<file path="config.mk">
export PLATFORM = sky130hd
export DESIGN_NAME = rxr_ring_mgr
export DESIGN_NICKNAME = d
export VERILOG_FILES = /design/src/rtl/rxr_pkg.sv /design/src/rtl/rxr_page_step.sv /design/src/rtl/rxr_hdr_pack.sv /design/src/rtl/rxr_hold_flag.sv /design/src/rtl/rxr_ring_mgr.sv
export SDC_FILE = /design/constraint.sdc
export NUM_CORES = 1
export LEC_CHECK = 0
export BUFFER_PORTS_ARGS = -buffer_cell sky130_fd_sc_hd__buf_2
export CORE_MARGIN = 1
export CORE_UTILIZATION = 58
export CTS_BUF_LIST = sky130_fd_sc_hd__clkbuf_8
export DETAILED_ROUTE_END_ITERATION = 8
export PLACE_DENSITY_LB_ADDON = 0.2
export SETUP_SLACK_MARGIN = 0.1
export SLEW_MARGIN = 20
export SYNTH_ARGS = -nofsm -noshare
export SYNTH_HDL_FRONTEND = slang
export SYNTH_HIERARCHICAL = 1
export SYNTH_SLANG_ARGS = --single-unit
</file>
<file path="constraint.sdc">
create_clock -name clk -period 4.65 [get_ports clk]
set_input_delay 0.2325 -clock clk [delete_from_list [all_inputs] [get_ports clk]]
set_output_delay 0.2325 -clock clk [all_outputs]
set_load 0.01 [all_outputs]
</file>
<file path="src/rtl/rxr_pkg.sv">
package rxr_pkg;
  typedef enum logic [1:0] {
    ST_IDLE = 2'd0,
    ST_DATA = 2'd1,
    ST_DROP = 2'd2,
    ST_HDR  = 2'd3
  } rx_state_e;

  localparam int HDR_BYTES   = 4;
  localparam int STAT_STORED = 0;
  localparam int STAT_MISSED = 2;
  localparam int STAT_OVW    = 4;
  localparam int STAT_HALT   = 7;
endpackage

</file>
<file path="src/rtl/rxr_page_step.sv">
module rxr_page_step #(
  parameter int PAGE_W = 8
) (
  input  logic [PAGE_W-1:0] cur,
  input  logic [PAGE_W-1:0] pstart,
  input  logic [PAGE_W-1:0] pstop,
  output logic [PAGE_W-1:0] nxt
);
  logic [PAGE_W-1:0] inc;
  assign inc = cur + {{(PAGE_W-1){1'b0}}, 1'b1};
  assign nxt = (inc == pstop) ? pstart : inc;
endmodule

</file>
<file path="src/rtl/rxr_hdr_pack.sv">
module rxr_hdr_pack #(
  parameter int PAGE_W = 8
) (
  input  logic [1:0]        idx,
  input  logic [7:0]        stat,
  input  logic [PAGE_W-1:0] nxt_page,
  input  logic [15:0]       cnt,
  output logic [7:0]        hbyte
);
  always_comb begin
    unique case (idx)
      2'd0:    hbyte = stat;
      2'd1:    hbyte = 8'(nxt_page);
      2'd2:    hbyte = cnt[7:0];
      default: hbyte = cnt[15:8];
    endcase
  end
endmodule

</file>
<file path="src/rtl/rxr_hold_flag.sv">
module rxr_hold_flag #(
  parameter int PAGE_W = 8
) (
  input  logic              clk,
  input  logic              rst_n,
  input  logic              set_i,
  input  logic [PAGE_W-1:0] bnry_i,
  output logic              flag_o
);
  logic [PAGE_W-1:0] bnry_q;

  always_ff @(posedge clk or negedge rst_n) begin
    if (!rst_n) begin
      bnry_q <= '0;
      flag_o <= 1'b0;
    end else begin
      bnry_q <= bnry_i;
      if (set_i)                flag_o <= 1'b1;
      else if (bnry_i != bnry_q) flag_o <= 1'b0;
    end
  end

  // an overwrite event always leaves the flag raised
  assert_flag_sets_R5: assert property (@(posedge clk) disable iff (!rst_n)
    set_i |=> flag_o);
endmodule

</file>
<file path="src/rtl/rxr_ring_mgr.sv">
module rxr_ring_mgr
  import rxr_pkg::*;
#(
  parameter int PAGE_W = 8,
  parameter int OFF_W  = 8,
  parameter int LEN_W  = 16
) (
  input  logic                    clk,
  input  logic                    rst_n,
  input  logic [PAGE_W-1:0]       cfg_pstart,
  input  logic [PAGE_W-1:0]       cfg_pstop,
  input  logic [PAGE_W-1:0]       bnry,
  input  logic                    curr_wr,
  input  logic [PAGE_W-1:0]       curr_wdata,
  input  logic                    monitor,
  input  logic                    s_valid,
  output logic                    s_ready,
  input  logic [7:0]              s_data,
  input  logic                    s_last,
  input  logic                    s_err,
  output logic                    mem_we,
  output logic [PAGE_W+OFF_W-1:0] mem_addr,
  output logic [7:0]              mem_wdata,
  output logic [PAGE_W-1:0]       curr_page,
  output logic [7:0]              rx_status
);
  localparam int ADDR_W = PAGE_W + OFF_W;
  localparam logic [OFF_W-1:0] DATA_OFF = OFF_W'(HDR_BYTES);
  localparam logic [LEN_W-1:0] LEN_ONE  = LEN_W'(1);
  localparam logic [LEN_W-1:0] LEN_HDR  = LEN_W'(HDR_BYTES);

  rx_state_e         state_q;
  logic [PAGE_W-1:0] curr_q, wr_page_q, tgt_page, step_nxt;
  logic [OFF_W-1:0]  wr_off_q, tgt_off;
  logic [LEN_W-1:0]  len_q;
  logic [1:0]        hdr_idx_q;
  logic              err_q, stored_q, missed_q, halt;
  logic              accept, frame_ok, in_frame, enter, hit, store_byte, ovf;
  logic [7:0]        hdr_byte, hdr_stat;
  logic [15:0]       hdr_cnt;

  rxr_page_step #(.PAGE_W(PAGE_W)) u_step (
    .cur(wr_page_q), .pstart(cfg_pstart), .pstop(cfg_pstop), .nxt(step_nxt)
  );

  assign hdr_stat = {6'b0, err_q, ~err_q};
  assign hdr_cnt  = 16'(len_q + LEN_HDR);

  rxr_hdr_pack #(.PAGE_W(PAGE_W)) u_hdr (
    .idx(hdr_idx_q), .stat(hdr_stat), .nxt_page(step_nxt), .cnt(hdr_cnt), .hbyte(hdr_byte)
  );

  rxr_hold_flag #(.PAGE_W(PAGE_W)) u_flag (
    .clk(clk), .rst_n(rst_n), .set_i(ovf), .bnry_i(bnry), .flag_o(halt)
  );

  assign s_ready  = (state_q != ST_HDR);
  assign accept   = s_valid & s_ready;
  assign frame_ok = ~monitor & ~halt;
  assign in_frame = (state_q == ST_DATA) | ((state_q == ST_IDLE) & frame_ok);

  always_comb begin
    if (state_q == ST_IDLE) begin
      enter    = 1'b1;
      tgt_page = curr_q;
      tgt_off  = DATA_OFF;
    end else begin
      enter    = (wr_off_q == '0);
      tgt_page = enter ? step_nxt : wr_page_q;
      tgt_off  = wr_off_q;
    end
  end

  assign hit        = enter & (tgt_page == bnry);
  assign store_byte = accept & in_frame & ~hit;
  assign ovf        = accept & in_frame & hit;

  assign mem_we    = store_byte | (state_q == ST_HDR);
  assign mem_addr  = (state_q == ST_HDR) ? {curr_q, OFF_W'(hdr_idx_q)} : {tgt_page, tgt_off};
  assign mem_wdata = (state_q == ST_HDR) ? hdr_byte : s_data;

  always_ff @(posedge clk or negedge rst_n) begin
    if (!rst_n) begin
      state_q   <= ST_IDLE;
      curr_q    <= '0;
      wr_page_q <= '0;
      wr_off_q  <= '0;
      len_q     <= '0;
      hdr_idx_q <= '0;
      err_q     <= 1'b0;
      stored_q  <= 1'b0;
      missed_q  <= 1'b0;
    end else begin
      stored_q <= 1'b0;
      missed_q <= 1'b0;
      unique case (state_q)
        ST_IDLE, ST_DATA: begin
          if (store_byte) begin
            wr_page_q <= tgt_page;
            wr_off_q  <= tgt_off + {{(OFF_W-1){1'b0}}, 1'b1};
            len_q     <= (state_q == ST_IDLE) ? LEN_ONE : len_q + LEN_ONE;
            err_q     <= s_err;
            hdr_idx_q <= '0;
            state_q   <= s_last ? ST_HDR : ST_DATA;
          end else if (accept) begin
            if (s_last) begin
              missed_q <= 1'b1;
              state_q  <= ST_IDLE;
            end else begin
              state_q  <= ST_DROP;
            end
          end else if (curr_wr && state_q == ST_IDLE) begin
            curr_q <= curr_wdata;
          end
        end
        ST_DROP: begin
          if (accept && s_last) begin
            missed_q <= 1'b1;
            state_q  <= ST_IDLE;
          end
        end
        default: begin
          hdr_idx_q <= hdr_idx_q + 2'd1;
          if (hdr_idx_q == 2'd3) begin
            curr_q   <= step_nxt;
            stored_q <= 1'b1;
            state_q  <= ST_IDLE;
          end
        end
      endcase
    end
  end

  assign curr_page = curr_q;
  always_comb begin
    rx_status              = '0;
    rx_status[STAT_STORED] = stored_q;
    rx_status[STAT_MISSED] = missed_q;
    rx_status[STAT_OVW]    = halt;
    rx_status[STAT_HALT]   = halt;
  end

  // writes stay inside the configured region when the start page lies in it
  assert_in_region_R1: assert property (@(posedge clk) disable iff (!rst_n)
    (mem_we && cfg_pstart < cfg_pstop && curr_q >= cfg_pstart && curr_q < cfg_pstop)
    |-> (mem_addr[ADDR_W-1:OFF_W] >= cfg_pstart && mem_addr[ADDR_W-1:OFF_W] < cfg_pstop));

  // a data write that opens a page never lands on the boundary page
  assert_no_overwrite_R5: assert property (@(posedge clk) disable iff (!rst_n)
    (mem_we && state_q != ST_HDR && (state_q == ST_IDLE || mem_addr[OFF_W-1:0] == '0))
    |-> (mem_addr[ADDR_W-1:OFF_W] != bnry));

  // halted block never starts writing a frame
  assert_halt_blocks_R6: assert property (@(posedge clk) disable iff (!rst_n)
    (state_q == ST_IDLE && halt) |-> !mem_we);

  // monitor mode never starts writing a frame
  assert_monitor_quiet_R8: assert property (@(posedge clk) disable iff (!rst_n)
    (state_q == ST_IDLE && monitor) |-> !mem_we);

  // current page moves only after a header or through a load
  assert_curr_moves_R4: assert property (@(posedge clk) disable iff (!rst_n)
    !$stable(curr_q) |-> ($past(state_q) == ST_HDR || $past(curr_wr)));

  // a frame ends either stored or missed, never both
  assert_one_outcome_R4: assert property (@(posedge clk) disable iff (!rst_n)
    !(stored_q && missed_q));
endmodule

</file>
==> impl_metrics.toml, run 1 <==
[sta]
finClkSkew_ns = 0.007882
fmax_mhz = 233.5
rsz0062_at_grt = "no"
worstMarginPinSlew_ns = 0.9165
hold_viol = 0
timing.slew.headroom = 0.3839
period_share = 0.9211
setup_viol = 0
setup_tns_ns = 0
period_needed_ns = 4.283
slew_viol_final = 0

[yosys]
synthFlopType = "dfrtp_1"
synth_top_area_frac = 0.3164
synth_most_common_cell = "nand2_1"
syn-cell-area_um2 = 4429
synthTopCellsByArea = "dfrtp_1 (32%), nand2_1 (5.7%), mux4_2 (4.1%)"
async_reset_ff_frac = 1.000
synth.top_cells.by_count = "nand2_1 (67), dfrtp_1 (56), nor2_1 (33), inv_1 (23)"
ys_ff_latch = 56
synth_cells = 493
synth_cell_types = 79
synth_edf_count = 0
yosys_warnings = 6
syn_area_per_cell_um2 = 8.984
synth_top_cell_by_area = "dfrtp_1"
seq_area_frac_synth = 0.3164

[global_routing]
grt_usage = 0.3392
grt_max_degree = 57
antenna_found_initial = 0
grt_pass1_wl_mm = 20.42
grt-ovfl-total = 0
grt_pass1_vias = 3998

[floorplan]
dieArea_um2 = 7990
die_x_um = 89.39
ioPinCount = 89
core_um2 = 7331
die_h_um = 89.39
start_util = 0.6042
num_rows = 31

[drt]
dr.first_iter.drc_count = 490
wl_per_cell_um = 19.00
vias = 4280
routed_wl_mm = 12.81
routed_via_density = 6.350
post-route-drc-count = 0
ant_nets = 0
dr.pass1.iters = 5

[worst_setup_path]
critPathArrivalTime_ns = 4.05
r2r_setup_slack_ns = 0.43
slowest_stage = "dfrtp_1"
crit_path_cell_trace = "ha_1 > xnor2_2 > xor2_1 > nand4_2 > nor4_4 > buf_4 > mux2i_1 > nand3_1 > and2_1 > a311oi_2 > o2111a_1 > buf_4 > o2111a_1 > inv_1 > buf_2"
worstPathRequired_ns = 4.42
worstSetupPathType = "reg2out"
cp-start-kind = "flip-flop"
cp-end-kind = "output port"
max_stage_delay_ns = 0.49
crit_fanout = 7

[cts]
cts_setup_buffers = 0
cts.repair.resized = 0
htreeDepth = 2
clock_sinks = 56
clockRootBuffer = "clkbuf_8"
cts_tree = "built"
cts.clk_slew.worst_paths_ns = 0.10
numCtsBuffers = 5
cts_hold_buf = 0
max-clock-path-buffers = 2
clk-insertion-delay-late_ns = 0.32

[worst_hold_path]
hold_class = "in2async"

[finish]
drive_gt1_frac = 0.2678
syn_to_final_growth_pct = 14.10
fillerInstances = 608
nNetsFinal = 626
fin_util = 0.6894
antenna_cells = 0

[place]
port_buffers = 84
place_congestion = 0.9895
hpwl_mm = 9.532

[pwr]
peakVddDrop_mv = 0.3005
power_density_nw_per_um2 = 655.0
p_leak_nw = 2.329

[status]
outcome = "finished clean"

[job]
drv_cap = 0
## worst paths after layout
check / to / start / depth (start not counted)
max reg2reg: wr_off_q[1] / wr_page_q[0] / 14
min: curr_page[0] / rst_n / 2
max: mem_we / wr_page_q[0] / 15
min reg2reg: curr_page[5] / curr_page[5] / 2
max in group asynchronous: wr_off_q[6] / rst_n / 2
min in group clk: u_flag/bnry_q[6] / bnry[6] / 1
## state kept, by name, summed over array words and instances (netlist names)
signal and cells:
curr_page 8, err_q 1, hdr_idx_q 2, len_q 16, missed_q 1, state_q 2, stored_q 1, u_flag/bnry_q 8
u_flag/flag_o 1, wr_off_q 8, wr_page_q 8
## per-layer routing
metal	part of all wire	wire [µm]	vias up	track usage
met3	0.091	1160	33	0.05910
met2	0.44	5607	240	0.5135
met1	0.44	5691	2052	0.4927
met4	0.027	349	0	0.1111
li1	-	-	1955	-
met5	0	0	-	0
## report_power, final
| part | switching, mW | total (mW) | internal, mW | leakage (nW) |
|---|---|---|---|---|
| Combinational | 1.21 | 2.12 | 0.906 | 1.57 |
| Sequential | 0.298 | 0.924 | 0.626 | 0.704 |
| Clock | 0.166 | 0.270 | 0.104 | 0.0507 |
| Total | 1.67 | 3.31 | 1.64 | 2.33 |
## metrics by stage
stage / std cells / worst slack (ns) / hold slack [ns] / cell area [µm²] / total power, mW
after floorplan: 502 / 0.7633 / -0.06309 / 4463 / 2.285
after global placement: 666 / 0.4782 / 0.4142 / 4952 / 2.925
after detailed placement: 666 / 0.3247 / 0.4157 / 4952 / 2.980
after CTS: 674 / 0.1848 / 0.08560 / 5037 / 3.256
after global routing: 674 / 0.1464 / 0.09222 / 5054 / 3.542
final: 674 / 0.3667 / 0.05846 / 5054 / 3.310
## critical path: cells and delay by family, from the launching register on
kind / cells / cell delay [ns]
compound gates: 3 / 0.86
simple gates: 4 / 0.84
buf+inv: 4 / 0.55
flops: 1 / 0.49
xor+xnor: 2 / 0.40
fa+ha+maj: 1 / 0.30
mux: 1 / 0.30
## layout make-up
class | count | area [µm²] | area share
inverters | 23 | 86.33 | 0.01708
flip-flops and latches | 56 | 1401 | 0.2773
well taps | 99 | 123.9 | 0.02451
repair buffers | 103 | 563.0 | 0.1114
clock inverters | 3 | 16.27 | 0.003219
clock buffers | 5 | 68.82 | 0.01362
multi-input cells | 385 | 2794 | 0.5529
## cell families (layout without fill, tap and decap cells)
group           count (synthesis)  after routing  share of synthesized area
compound gates                114            114                     0.2088
xor+xnor                       39             39                    0.08023
fa+ha+maj                       6              6                    0.01638
buf+inv                        61            134                    0.06412
flops                          56             56                     0.3164
mux                            31             31                    0.09491
other cells                     1             10                  0.0008466
simple gates                  185            185                     0.2184
## cells in the final DEF, fill, tap and decap left out, types with 4 or more instances in the layout
cell	synthesis	layout
a21oi_1	8	8
a221o_1	7	7
a22o_1	13	13
a31oi_1	8	8
and2_1	8	8
and3_1	6	6
buf_2	7	84
buf_4	8	19
clkbuf_8	0	5
conb_1	1	10
dfrtp_1	56	56
ha_1	5	5
inv_1	23	25
mux2_2	8	8
mux2i_1	15	15
mux4_2	8	8
nand2_1	67	67
nand3_1	18	18
nand4_1	4	4
nor2_1	33	32
nor3_1	7	7
nor4_1	4	4
o211ai_1	4	4
o21ai_0	16	16
o221ai_1	5	5
o22a_1	10	10
o22ai_1	4	4
or2_2	6	6
xnor2_1	19	18
xor2_1	19	19
Power figures use the tool's default switching activity.
==> run 2, diff against run 1 <==
Settings changed: ABC_AREA set to 1.
==> impl_metrics.toml, run 2 <==
[status]
outcome = "finished clean"

[cts]
numCtsBuffers = 5
cts.clk_slew.worst_paths_ns = 0.12
htreeDepth = 2
cts.repair.resized = 0
cts_setup_buffers = 0
max-clock-path-buffers = 2
cts_hold_buf = 0
clockRootBuffer = "clkbuf_8"
clk-insertion-delay-late_ns = 0.33
clock_sinks = 56
cts_tree = "built"

[worst_setup_path]
cp-end-kind = "output port"
r2r_setup_slack_ns = 1.21
rr_worst_depth = 21
cp-startpoint = "wr_page_q[0]"
critPathArrivalTime_ns = 3.62
worstPathRequired_ns = 4.42
crit_end = "mem_we"
crit_fanout = 31
regToRegStartpoint = "wr_page_q[0]"
r2r_end = "wr_page_q[3]"
worstSetupPathType = "reg2out"
cp-start-kind = "flip-flop"

[global_routing]
grt_max_degree = 57
grt_usage = 0.3035
grt_pass1_vias = 4436
grt-ovfl-total = 0
grt_pass1_wl_mm = 20.56
antenna_found_initial = 0

[floorplan]
dieArea_um2 = 8480
start_util = 0.6029
die_x_um = 92.09
num_rows = 32
core_um2 = 7807
ioPinCount = 89
die_h_um = 92.09

[place]
hpwl_mm = 9.291
dp.cells = 893
port_buffers = 84
place_congestion = 0.9093

[sta]
fmax_mhz = 259.8
setup_viol = 0
period_share = 0.8278
period_needed_ns = 3.849
worstMarginPinSlew_ns = 0.8340
slew_viol_final = 0
rsz0062_at_grt = "no"
timing.slew.headroom = 0.4440
finClkSkew_ns = 0.02163
setup_tns_ns = 0
hold_viol = 0

[drt]
dr.pass1.iters = 6
post-route-drc-count = 0
routed_via_density = 5.394
dr.first_iter.drc_count = 314
vias = 4860
ant_nets = 0
routed_wl_mm = 12.34
wl_per_cell_um = 13.69

[yosys]
synth_edf_count = 0
synth_top_area_frac = 0.2977
syn_area_per_cell_um2 = 6.466
async_reset_ff_frac = 1.000
ys_ff_latch = 56
synth_top_cell_by_area = "dfrtp_1"
seq_area_frac_synth = 0.2977
synth.top_cells.by_count = "nand2_1 (246), inv_1 (89), nand3_1 (86), dfrtp_1 (56), nor2_1 (52)"
synth_most_common_cell = "nand2_1"
synthTopCellsByArea = "dfrtp_1 (30%), nand2_1 (20%), nand3_1 (9.1%)"
synth_cell_types = 40
yosys_warnings = 6
synthFlopType = "dfrtp_1"
synth_cells = 728
syn-cell-area_um2 = 4707

[finish]
layout_commonest_cell = "nand2_1"
largest_register_ffs = 16
final_cell_mix = "nand2_1 (246), inv_1 (90), nand3_1 (86), buf_2 (84), dfrtp_1 (56)"
largest_register = "len_q"
syn_to_final_growth_pct = 10.77
drive_gt1_frac = 0.1702
nNetsFinal = 850
antenna_cells = 0
instances_no_fill = 901

[pwr]
p_leak_nw = 2.870
p_total_mw = 2.989
peakVddDrop_mv = 0.4120
power_density_nw_per_um2 = 573.3

[worst_hold_path]
hold_class = "in2async"

[job]
drv_cap = 0
run 2: kinds of logic (layout without fill, tap and decap cells):
logic type                 Yosys count  in the layout  synth area share
DFF                                 56             56            0.2977
adders and majority gates            5              5           0.01329
other                                1             10         0.0007967
xor gates and xnor gates            33             33           0.06140
AOI/OAI and AO/OA                   65             65           0.08453
and+or+nand+nor                    437            437            0.4165
buffers and inverters              131            193            0.1257
run 2: layer usage:
metal / track usage / vias to the layer above / part of all wire
met2: 0.5155 / 201 / 0.48
met3: 0.04809 / 39 / 0.062
met5: 0 / - / 0
li1: - / 2422 / -
met4: 0.1172 / 0 / 0.032
met1: 0.3861 / 2198 / 0.42
run 2: worst min path at each step:
stage	from	to	slack [ns]	cells past startpoint
floorplan	rst_n	curr_page[0]	-0.06	0
global placement	bnry[1]	u_flag/bnry_q[1]	0.38	1
detailed placement	bnry[1]	u_flag/bnry_q[1]	0.39	1
CTS	bnry[1]	u_flag/bnry_q[1]	0.05	1
global route	bnry[1]	u_flag/bnry_q[1]	0.03	1
finish	rst_n	u_flag/flag_o	0.03	2
run 2: layout make-up:
| type | instances | area [µm²] |
|---|---|---|
| multi-input cells | 550 | 2755 |
| fillers | 725 | 2594 |
| flip-flops and latches | 56 | 1401 |
| repair buffers | 89 | 457.9 |
| inverters | 96 | 360.3 |
| well taps | 102 | 127.6 |
| clock buffers | 5 | 68.82 |
| clock inverters | 3 | 42.54 |
run 2: power breakdown:
group | switching (mW) | total [mW] | leakage (nW) | internal [mW]
Clock | 0.175 | 0.337 | 0.0599 | 0.161
Combinational | 1.16 | 1.77 | 2.09 | 0.605
Sequential | 0.254 | 0.886 | 0.718 | 0.633
Total | 1.59 | 2.99 | 2.87 | 1.40
run 2: worst max-delay path, cell delays in order (launching register included):
cell	delay, ns
dfrtp_1	0.47
ha_1	0.26
nand2_1	0.15
inv_1	0.09
nand2_1	0.08
nand2_1	0.07
nand2_1	0.06
nand2_1	0.06
nor2_2	0.09
nand2_2	0.09
nor2_8	0.14
nand3_1	0.09
nand2_1	0.20
nand2_1	0.08
nand3_1	0.12
and2_1	0.20
nor2_1	0.05
nor2_1	0.17
nand3_2	0.16
nand2_2	0.10
buf_4	0.31
nand2_1	0.10
buf_2	0.15
run 2: per-stage QoR:
step | utilization | area, µm² | hold slack [ns] | setup WS (ns)
2_1_floorplan | - | 4741 | -0.06309 | 1.918
3_3_place_gp | 0.6535 | 5102 | 0.3832 | 1.250
3_5_place_dp | 0.6535 | 5102 | 0.3910 | 1.206
4_1_cts | 0.6678 | 5214 | 0.04826 | 0.8402
5_1_grt | 0.6678 | 5214 | 0.03441 | 0.4240
6_report | 0.6678 | 5214 | 0.02545 | 0.8009
==> run 3, diff against run 2 <==
Settings changed: CORE_UTILIZATION 58 to 53.
Clock period 4.65 ns to 3.2 ns, I/O delays scaled along.
==> impl_metrics.toml, run 3 (same netlist as run 2, synthesis figures left out) <==
[finish]
fin_util = 0.6681
fillerInstances = 758
largest_register = "len_q"
drive_gt1_frac = 0.2852
nNetsFinal = 882
largest_register_ffs = 16
layout_commonest_cell = "nand2_1"
final_area_um2 = 5798
syn_to_final_growth_pct = 23.18
antenna_cells = 0
final_cell_mix = "nand2_1 (217), inv_1 (84), buf_2 (83), nand3_1 (61), dfrtp_1 (53)"

[sta]
rsz0062_at_grt = "yes"
period_share = 1.011
finClkSkew_ns = 0.007214
setup_viol = 1
fmax_mhz = 309.0
worstMarginPinSlew_ns = 0.8440
setup_tns_ns = -0.03630
timing.slew.headroom = 0.4374
fin_ws_ns = -0.03630
slew_viol_final = 0
period_needed_ns = 3.236
hold_viol = 0

[pwr]
peakVddDrop_mv = 0.5098
power_density_nw_per_um2 = 843.5
p_leak_nw = 3.086

[floorplan]
die_h_um = 96.24
core_um2 = 8678
num_rows = 34
start_util = 0.5424
die_x_um = 96.24
ioPinCount = 89
dieArea_um2 = 9262

[worst_setup_path]
crit_path_cell_trace = "ha_4 > nand2_4 > nand2_2 > nand2_1 > nand2_2 > nor2_2 > nand3_2 > nor2_4 > nand3_2 > nand2_2 > nand2_1 > nand3_2 > and2_4 > nor2_1 > nor2_2 > nand3_2 > nand2_4 > buf_6 > nand2_4 > buf_6"
cp-end-kind = "output port"
critPathArrivalTime_ns = 3.08
worstPathRequired_ns = 3.04
max_stage_delay_ns = 0.45
cp-start-kind = "flip-flop"
cp_top_family = "simple AND/OR/NAND/NOR gates"
slowest_stage = "dfrtp_1"
cp.buffers_inverters = 2
crit_fanout = 8
worstSetupPathType = "reg2out"
cpMostUsedCell = "nand3_2"

[place]
hpwl_mm = 9.935
place_area_um2 = 5170
port_buffers = 84
place_congestion = 1.001

[drt]
post-route-drc-count = 0
ant_nets = 0
routed_wl_mm = 13.96
wl_per_cell_um = 14.87
dr.pass1.iters = 5
dr.first_iter.drc_count = 322
routed_via_density = 5.386
vias = 5057

[global_routing]
antenna_found_initial = 0
grt_pass1_vias = 4646
grt-ovfl-total = 0
grt_pass1_wl_mm = 21.58
grt_usage = 0.3025
grt_max_degree = 39

[cts]
cts.clk_slew.worst_paths_ns = 0.11
clock_sinks = 56
numCtsBuffers = 5
max-clock-path-buffers = 2
clockRootBuffer = "clkbuf_8"
clk-insertion-delay-late_ns = 0.32
htreeDepth = 2
cts_tree = "built"

[job]
drv_cap = 0

[status]
outcome = "finished, violations left"
violations = "setup timing"

[worst_hold_path]
hold_class = "in2reg"
## run 3: cell types whose count changed in the layout (fill, tap and decap cells not counted), sizes merged
cell / change
bufinv: -1
clkinv: +2
inv: -2
buf: +30
dlygate4sd3: +2
clkbuf: +1
## run 3: worst reg2reg max path, delay by kind of cell (launching register included)
kind	cells	cell delay [ns]
AND/OR/NAND/NOR	19	1.99
adder cells (fa/ha/maj)	1	0.20
buffers and inverters	4	0.42
flip-flops	1	0.45
## run 3: what timing repair did
action / 4_1_cts / 5_1_grt
setup endpoints to repair: 28 / 38
gates resized for setup: 42 / 54
pin swaps: 21 / 40
buffers inserted: 13 / 9
hold endpoints to repair: 34 / 0
hold buffers: 2 / 0
## run 3: stage by stage
step / setup slack [ns] / std cells / hold slack [ns] / power [mW]
after floorplan: 0.4678 / 737 / -0.1356 / 3.129
after global placement: 0.06061 / 907 / 0.2972 / 3.865
after detailed placement: -0.08087 / 907 / 0.3138 / 3.915
after global routing: -0.1644 / 939 / 0.001388 / 5.269
final: -0.03630 / 939 / 0.003334 / 4.891
after CTS: 0.03748 / 930 / 0.009142 / 4.550
## run 3: power breakdown
group          internal [mW]  leakage (nW)  total (mW)  switching (mW)
clock                  0.178        0.0516       0.439           0.261
combinational           1.20          2.32        3.23            2.03
sequential             0.925         0.714        1.22           0.296
## run 3: cell type report
cell class | count | area [µm²] | share of cell area
multi-input cells | 550 | 3028 | 0.5222
flip-flops and latches | 56 | 1405 | 0.2423
repair buffers | 121 | 760.7 | 0.1312
inverters | 96 | 372.9 | 0.06431
well taps | 108 | 135.1 | 0.02331
clock buffers | 6 | 82.58 | 0.01424
clock inverters | 2 | 13.76 | 0.002374
## run 3: routing by layer
layer / track usage / wire, µm
met5: 0 / 0
met1: 0.3817 / 5869
met2: 0.5296 / 6876
met4: 0.1169 / 388
met3: 0.03002 / 828
## run 3: path summary, 6_finish.rpt
check                             start                to  slack, ns  cells past startpoint
max reg2reg                wr_page_q[1]        state_q[1]       0.04                     24
min in group asynchronous         rst_n  u_flag/bnry_q[6]       0.47                      2
max                        wr_page_q[1]            mem_we      -0.04                     20
max in group asynchronous         rst_n          len_q[3]       1.89                      3
min reg2reg                 wr_off_q[0]       wr_off_q[0]       0.52                      2
min                             bnry[7]  u_flag/bnry_q[7]      0.003                      1
